$ cat src/rtl/cnt_pkg.sv
package cnt_pkg;

    localparam int STAGE_W = 4;

    typedef logic [STAGE_W-1:0] nib_t;

    localparam nib_t NIB_FULL = '1;

    typedef enum logic [1:0] {
        M_CLEAR = 2'd0,
        M_LOAD  = 2'd1,
        M_COUNT = 2'd2,
        M_HOLD  = 2'd3
    } mode_e;

    typedef struct packed {
        logic sclr_n;
        logic load_n;
        logic en_p;
        logic en_t;
    } ctl_t;

    // Order of precedence: clear, load, count, hold
    function automatic mode_e pick_mode(ctl_t c);
        mode_e m;
        if (!c.sclr_n)
            m = M_CLEAR;
        else if (!c.load_n)
            m = M_LOAD;
        else if (c.en_p && c.en_t)
            m = M_COUNT;
        else
            m = M_HOLD;
        return m;
    endfunction

    function automatic nib_t next_nib(mode_e m, nib_t q, nib_t d);
        nib_t n;
        case (m)
            M_CLEAR: n = '0;
            M_LOAD:  n = d;
            M_COUNT: n = q + nib_t'(1);
            default: n = q;
        endcase
        return n;
    endfunction

endpackage

$ cat src/rtl/cnt_mode_sel.sv
module cnt_mode_sel
    import cnt_pkg::*;
(
    input  ctl_t  ctl,
    output mode_e mode
);
    always_comb mode = pick_mode(ctl);
endmodule

$ cat src/rtl/cnt_nib_reg.sv
module cnt_nib_reg
    import cnt_pkg::*;
#(
    parameter bit ASYNC_CLR = 1'b0
) (
    input  logic  clk,
    input  logic  aclr_n,
    input  mode_e mode,
    input  nib_t  d,
    output nib_t  q
);
    nib_t nxt;

    always_comb nxt = next_nib(mode, q, d);

    generate
        if (ASYNC_CLR) begin : g_async
            always_ff @(posedge clk or negedge aclr_n) begin
                if (!aclr_n) q <= '0;
                else         q <= nxt;
            end
        end else begin : g_sync
            // aclr_n is tied high by the wrapper in this variant
            always_ff @(posedge clk) begin
                q <= aclr_n ? nxt : '0;
            end
        end
    endgenerate
endmodule

$ cat src/rtl/cnt_tc_dec.sv
module cnt_tc_dec
    import cnt_pkg::*;
(
    input  nib_t q,
    input  logic en_t,
    output logic tc
);
    always_comb tc = en_t && (q == NIB_FULL);
endmodule

$ cat src/rtl/cnt_stage.sv
module cnt_stage
    import cnt_pkg::*;
#(
    parameter bit ASYNC_CLR = 1'b0
) (
    input  logic clk,
    input  logic aclr_n,
    input  logic sclr_n,
    input  logic load_n,
    input  logic en_p,
    input  logic en_t,
    input  nib_t d,
    output nib_t q,
    output logic tc
);
    ctl_t  ctl;
    mode_e mode;

    always_comb begin
        ctl.sclr_n = sclr_n;
        ctl.load_n = load_n;
        ctl.en_p   = en_p;
        ctl.en_t   = en_t;
    end

    cnt_mode_sel u_sel (
        .ctl  (ctl),
        .mode (mode)
    );

    cnt_nib_reg #(.ASYNC_CLR(ASYNC_CLR)) u_reg (
        .clk    (clk),
        .aclr_n (aclr_n),
        .mode   (mode),
        .d      (d),
        .q      (q)
    );

    cnt_tc_dec u_tc (
        .q    (q),
        .en_t (en_t),
        .tc   (tc)
    );

    assert_count_R1: assert property (@(posedge clk) disable iff (!aclr_n)
        (sclr_n && load_n && en_p && en_t) |=> (q == nib_t'($past(q) + nib_t'(1))));

    assert_load_R2: assert property (@(posedge clk) disable iff (!aclr_n)
        (sclr_n && !load_n) |=> (q == $past(d)));

    assert_sclr_R3: assert property (@(posedge clk) disable iff (!aclr_n)
        (!sclr_n) |=> (q == '0));

    assert_hold_R5: assert property (@(posedge clk) disable iff (!aclr_n)
        (sclr_n && load_n && !(en_p && en_t)) |=> $stable(q));
endmodule

$ cat src/rtl/cnt_chain.sv
module cnt_chain
    import cnt_pkg::*;
#(
    parameter int STAGES    = 4,
    parameter bit ASYNC_CLR = 1'b0,
    parameter bit LIMIT_EN  = 1'b0,
    parameter int LIMIT     = 0
) (
    input  logic                        clk,
    input  logic                        clr_n,
    input  logic                        load_n,
    input  logic                        en_par,
    input  logic                        en_trk,
    input  logic [STAGES*STAGE_W-1:0]   load_data,
    output logic [STAGES*STAGE_W-1:0]   count,
    output logic                        carry_out
);
    localparam int W = STAGES * STAGE_W;
    localparam logic [W-1:0] LIMIT_V = W'(LIMIT);

    logic [STAGES:0] trk;
    logic            lim_hit;
    logic            aclr_n;
    logic            sclr_n;

    assign lim_hit = LIMIT_EN && (count == LIMIT_V);

    generate
        if (ASYNC_CLR) begin : g_aclr
            assign aclr_n = clr_n;
            assign sclr_n = !lim_hit;
        end else begin : g_sclr
            assign aclr_n = 1'b1;
            assign sclr_n = clr_n && !lim_hit;
        end
    endgenerate

    assign trk[0] = en_trk;

    for (genvar k = 0; k < STAGES; k++) begin : g_stage
        cnt_stage #(.ASYNC_CLR(ASYNC_CLR)) u_stage (
            .clk    (clk),
            .aclr_n (aclr_n),
            .sclr_n (sclr_n),
            .load_n (load_n),
            .en_p   (en_par),
            .en_t   (trk[k]),
            .d      (load_data[k*STAGE_W +: STAGE_W]),
            .q      (count[k*STAGE_W +: STAGE_W]),
            .tc     (trk[k+1])
        );
    end

    assign carry_out = trk[STAGES];

    assert_carry_full_R6: assert property (@(posedge clk)
        carry_out |-> (en_trk && (&count)));

    assert_limit_R8: assert property (@(posedge clk) disable iff (!clr_n)
        lim_hit |=> (count == '0));

    assert_chain_R7: assert property (@(posedge clk) disable iff (!clr_n)
        (LIMIT_EN == 1'b0 && load_n && en_par && en_trk) |=> (count == W'($past(count) + W'(1))));

    assert_clr_carry_R9: assert property (@(posedge clk)
        (count == '0) |-> !carry_out);
endmodule

$ cat config.mk
export PLATFORM = sky130hd
export DESIGN_NAME = cnt_chain
export DESIGN_NICKNAME = d
export VERILOG_FILES = /design/src/rtl/cnt_pkg.sv /design/src/rtl/cnt_mode_sel.sv /design/src/rtl/cnt_nib_reg.sv /design/src/rtl/cnt_tc_dec.sv /design/src/rtl/cnt_stage.sv /design/src/rtl/cnt_chain.sv
export SDC_FILE = /design/constraint.sdc
export NUM_CORES = 1
export LEC_CHECK = 0
export BUFFER_PORTS_ARGS = -buffer_cell sky130_fd_sc_hd__buf_4
export CAP_MARGIN = 25
export CELL_PAD_IN_SITES_DETAIL_PLACEMENT = 0
export CELL_PAD_IN_SITES_GLOBAL_PLACEMENT = 1
export CORE_MARGIN = 3
export CORE_UTILIZATION = 39
export DETAILED_ROUTE_END_ITERATION = 8
export PLACE_DENSITY_LB_ADDON = 0.1
export SLEW_MARGIN = 20
export SYNTH_ARGS = -nofsm -noshare
export SYNTH_HDL_FRONTEND = slang
export SYNTH_SLANG_ARGS = --single-unit
$ cat constraint.sdc
create_clock -name clk -period 5.85 [get_ports clk]
set_clock_uncertainty 0.2 [all_clocks]
set_input_delay 0.2925 -clock clk [delete_from_list [all_inputs] [get_ports clk]]
set_output_delay 0.2925 -clock clk [all_outputs]
set_load 0.02 [all_outputs]
==> results.py <==
metrics = {
    "run_status": {
        "status": "finished clean",
    },
    "synthesis": {
        "netlist_area_mm2": 0.00105,
        "synthFlopType": "edfxtp_1",
        "synth_cells": 100,
        "synthArstFlopShare_pct": 0,
        "synth_nets": 131,
        "synth.avg_cell_area_um2": 10.5,
        "synth.distinct_cells": 25,
        "synth_edf_count": 16,
        "ys_ff_latch": 16,
        "yosysSeqAreaShare_pct": 45.9,
        "yosysWarnings": 0,
    },
    "power_and_ir_drop": {
        "finalPower_mw": 0.273,
        "power.share.sequential_pct": 53.9,
        "p_clk_share_pct": 21.3,
        "ir_drop_mv": 0.144,
        "p_int_mw": 0.194,
        "p_switching_mw": 0.0785,
        "power_frac_comb_pct": 24.8,
        "switching_share_pct": 28.8,
        "cellLeakagePower_nw": 0.625,
        "p_per_area_mw_per_mm2": 197,
    },
    "critical_path": {
        "worst-path-buf-inv": 1,
        "cp_cell_sequence": "ha_1 -> nand3_1 -> nor3_1 -> and4_1 -> buf_4",
        "crit_type": "reg2out",
        "cp.arrival_ns": 1.66,
        "worstPathRequired_ns": 5.36,
        "critPathMaxFanout": 4,
        "crit_family": "simple AND/OR/NAND/NOR gates",
        "critPathSlowestCell": "edfxtp_1",
        "slowest_delay_ns": 0.40,
        "cp-start-kind": "flop",
        "endpoint_kind": "primary output",
    },
    "clock_tree": {
        "numCtsBuffers": 3,
        "clock_path_buffers": 2,
        "hold_buffers": 0,
        "clock_sinks": 16,
        "clockRootBuffer": "clkbuf_4",
        "cts_setup_buffers": 0,
        "cts_tree": "yes",
        "htreeDepth": 1,
        "clock_latency_ns": 0.28,
        "clk_pin_slew_worst_paths_ns": 0.09,
        "cts_resized": 0,
    },
    "floorplanning": {
        "die_area_mm2": 0.00334,
        "coreArea_mm2": 0.00252,
        "ios": 38,
        "dieHeight_um": 57.8,
        "placementRows": 18,
        "die_x_um": 57.8,
        "start_util_pct": 41.5,
    },
    "final_layout": {
        "multi_input_area_um2": 532,
        "flow.area_growth_from_synthesis_pct": 32.3,
        "stdcell_count": 170,
        "fillers": 225,
        "finalNetCount": 173,
        "largest_reg_flops": 16,
        "fin_area_mm2": 0.00138,
        "final_common_cell": "buf_4",
        "final_cell_mix": "buf_4 (37), edfxtp_1 (16), nand2_1 (10), ha_1 (10), inv_1 (9)",
        "final_util_pct": 54.9,
        "antennaDiodeCount": 0,
        "reg_top3": "g_stage.u_stage.u_reg.q x16",
        "top_register": "g_stage.u_stage.u_reg.q",
        "seq_area_um2": 480,
        "drive_gt1_share_pct": 30.7,
    },
    "placed_design": {
        "numPortBuffers": 37,
        "place_congestion": 0.745,
        "dp.cells": 167,
        "pre_cts_slack_ns": 3.73,
        "dp_hpwl_mm": 1.75,
        "placed_area_mm2": 0.00136,
    },
    "drt": {
        "top_layer": "met4",
        "wl_mm": 2.19,
        "via_count": 846,
        "avgViaCountPerCell": 4.98,
        "wl_met3_um": 107,
        "wl_met1_um": 985,
        "drtIter0Drc": 27,
        "ant_nets": 0,
        "drc_errors": 0,
        "drt_first_pass_iters": 4,
        "avgRoutedWirePerCell_um": 12.9,
        "wl_met2_mm": 1.06,
    },
    "global_route": {
        "grt_max_degree": 10,
        "grt_pass1_wl_mm": 3.52,
        "antenna_found_initial": 0,
        "grtUsageTotal_pct": 14.0,
        "grt_pass1_vias": 816,
        "grt_overflow": 0,
    },
    "sta": {
        "setup_viol": 0,
        "relSlewSlack_pct": 75.3,
        "holdWs_ns": 0.0735,
        "worst_pin_slew_ns": 0.370,
        "period_minus_slack_ns": 2.16,
        "rsz0062_at_grt": "no",
        "max_freq_mhz": 464,
        "setup-tns-final_ns": 0,
        "hold_violations": 0,
        "period_share_pct": 36.9,
        "worst_slack_ns": 3.69,
        "drv_slew": 0,
    },
    "worst_hold_path": {
        "min_path_type": "in2reg",
    },
    "flow_run": {
        "max_cap_violations": 0,
    },
}
kinds of logic after synthesis:
logic type / share of synthesized area, %
AND/OR/NAND/NOR: 20.6
XOR/XNOR: 6.70
AO/OA/AOI/OAI: 11.6
flip-flops: 45.9
buffers and inverters: 3.23
adder cells (fa/ha/maj): 12.0
power groups by stage:
| stage | clock network, mW | registers [mW] | logic, mW |
|---|---|---|---|
| 2_1_floorplan | 0 | 0.160 | 0.0250 |
| 3_3_place_gp | 0 | 0.149 | 0.0688 |
| 3_5_place_dp | 0 | 0.150 | 0.0684 |
| 4_1_cts | 0.0619 | 0.147 | 0.0687 |
| 5_1_grt | 0.0669 | 0.149 | 0.0750 |
| 6_report | 0.0581 | 0.147 | 0.0677 |
worst register-to-register path, stage by stage (launching register included):
cell and delay [ns]:
edfxtp_1 0.40, ha_1 0.21, nand3_1 0.13, or2_1 0.25, o21a_1 0.21, ha_1 0.25, a22oi_1 0.19, nor2_1 0.06
metal layers:
| metal | vias up | GRT usage (%) |
|---|---|---|
| li1 | 438 | - |
| met1 | 383 | 17.8 |
| met2 | 21 | 22.9 |
| met3 | 4 | 2.00 |
| met4 | 0 | 7.95 |
| met5 | - | 0 |
cell usage after synthesis, drive strengths merged (3+ instances only):
| master | number | area share [%] |
|---|---|---|
| nand2b | 4 | 2.4 |
| nand2 | 10 | 3.6 |
| nand3 | 8 | 4.3 |
| o21ai | 8 | 3.8 |
| inv | 9 | 3.2 |
| edfxtp | 16 | 46 |
| ha | 10 | 12 |
| a22oi | 4 | 2.9 |
| nor2 | 4 | 1.4 |
| xor2 | 6 | 5.0 |
| and2 | 3 | 1.8 |
| o22ai | 3 | 1.8 |
layout make-up:
class | count | area share, %
Timing Repair Buffer | 37 | 20.1
Inverter | 9 | 2.44
Sequential cell | 16 | 34.7
Tap cell | 30 | 2.71
Clock buffer | 3 | 1.63
Multi-Input combinational cell | 75 | 38.4
worst paths after layout:
kind                                                     from                       endpoint  slack (ns)  depth (start not counted)
worst min register to register  g_stage[3].u_stage.u_reg.q[0]  g_stage[3].u_stage.u_reg.q[0]        0.45                          1
worst min-delay path                             load_data[3]  g_stage[0].u_stage.u_reg.q[3]        0.07                          3
worst max-delay path            g_stage[1].u_stage.u_reg.q[0]                      carry_out        3.69                          5
worst max register to register  g_stage[1].u_stage.u_reg.q[0]  g_stage[2].u_stage.u_reg.q[2]        3.72                          7
No activity file was read; power rests on OpenSTA's default activity.
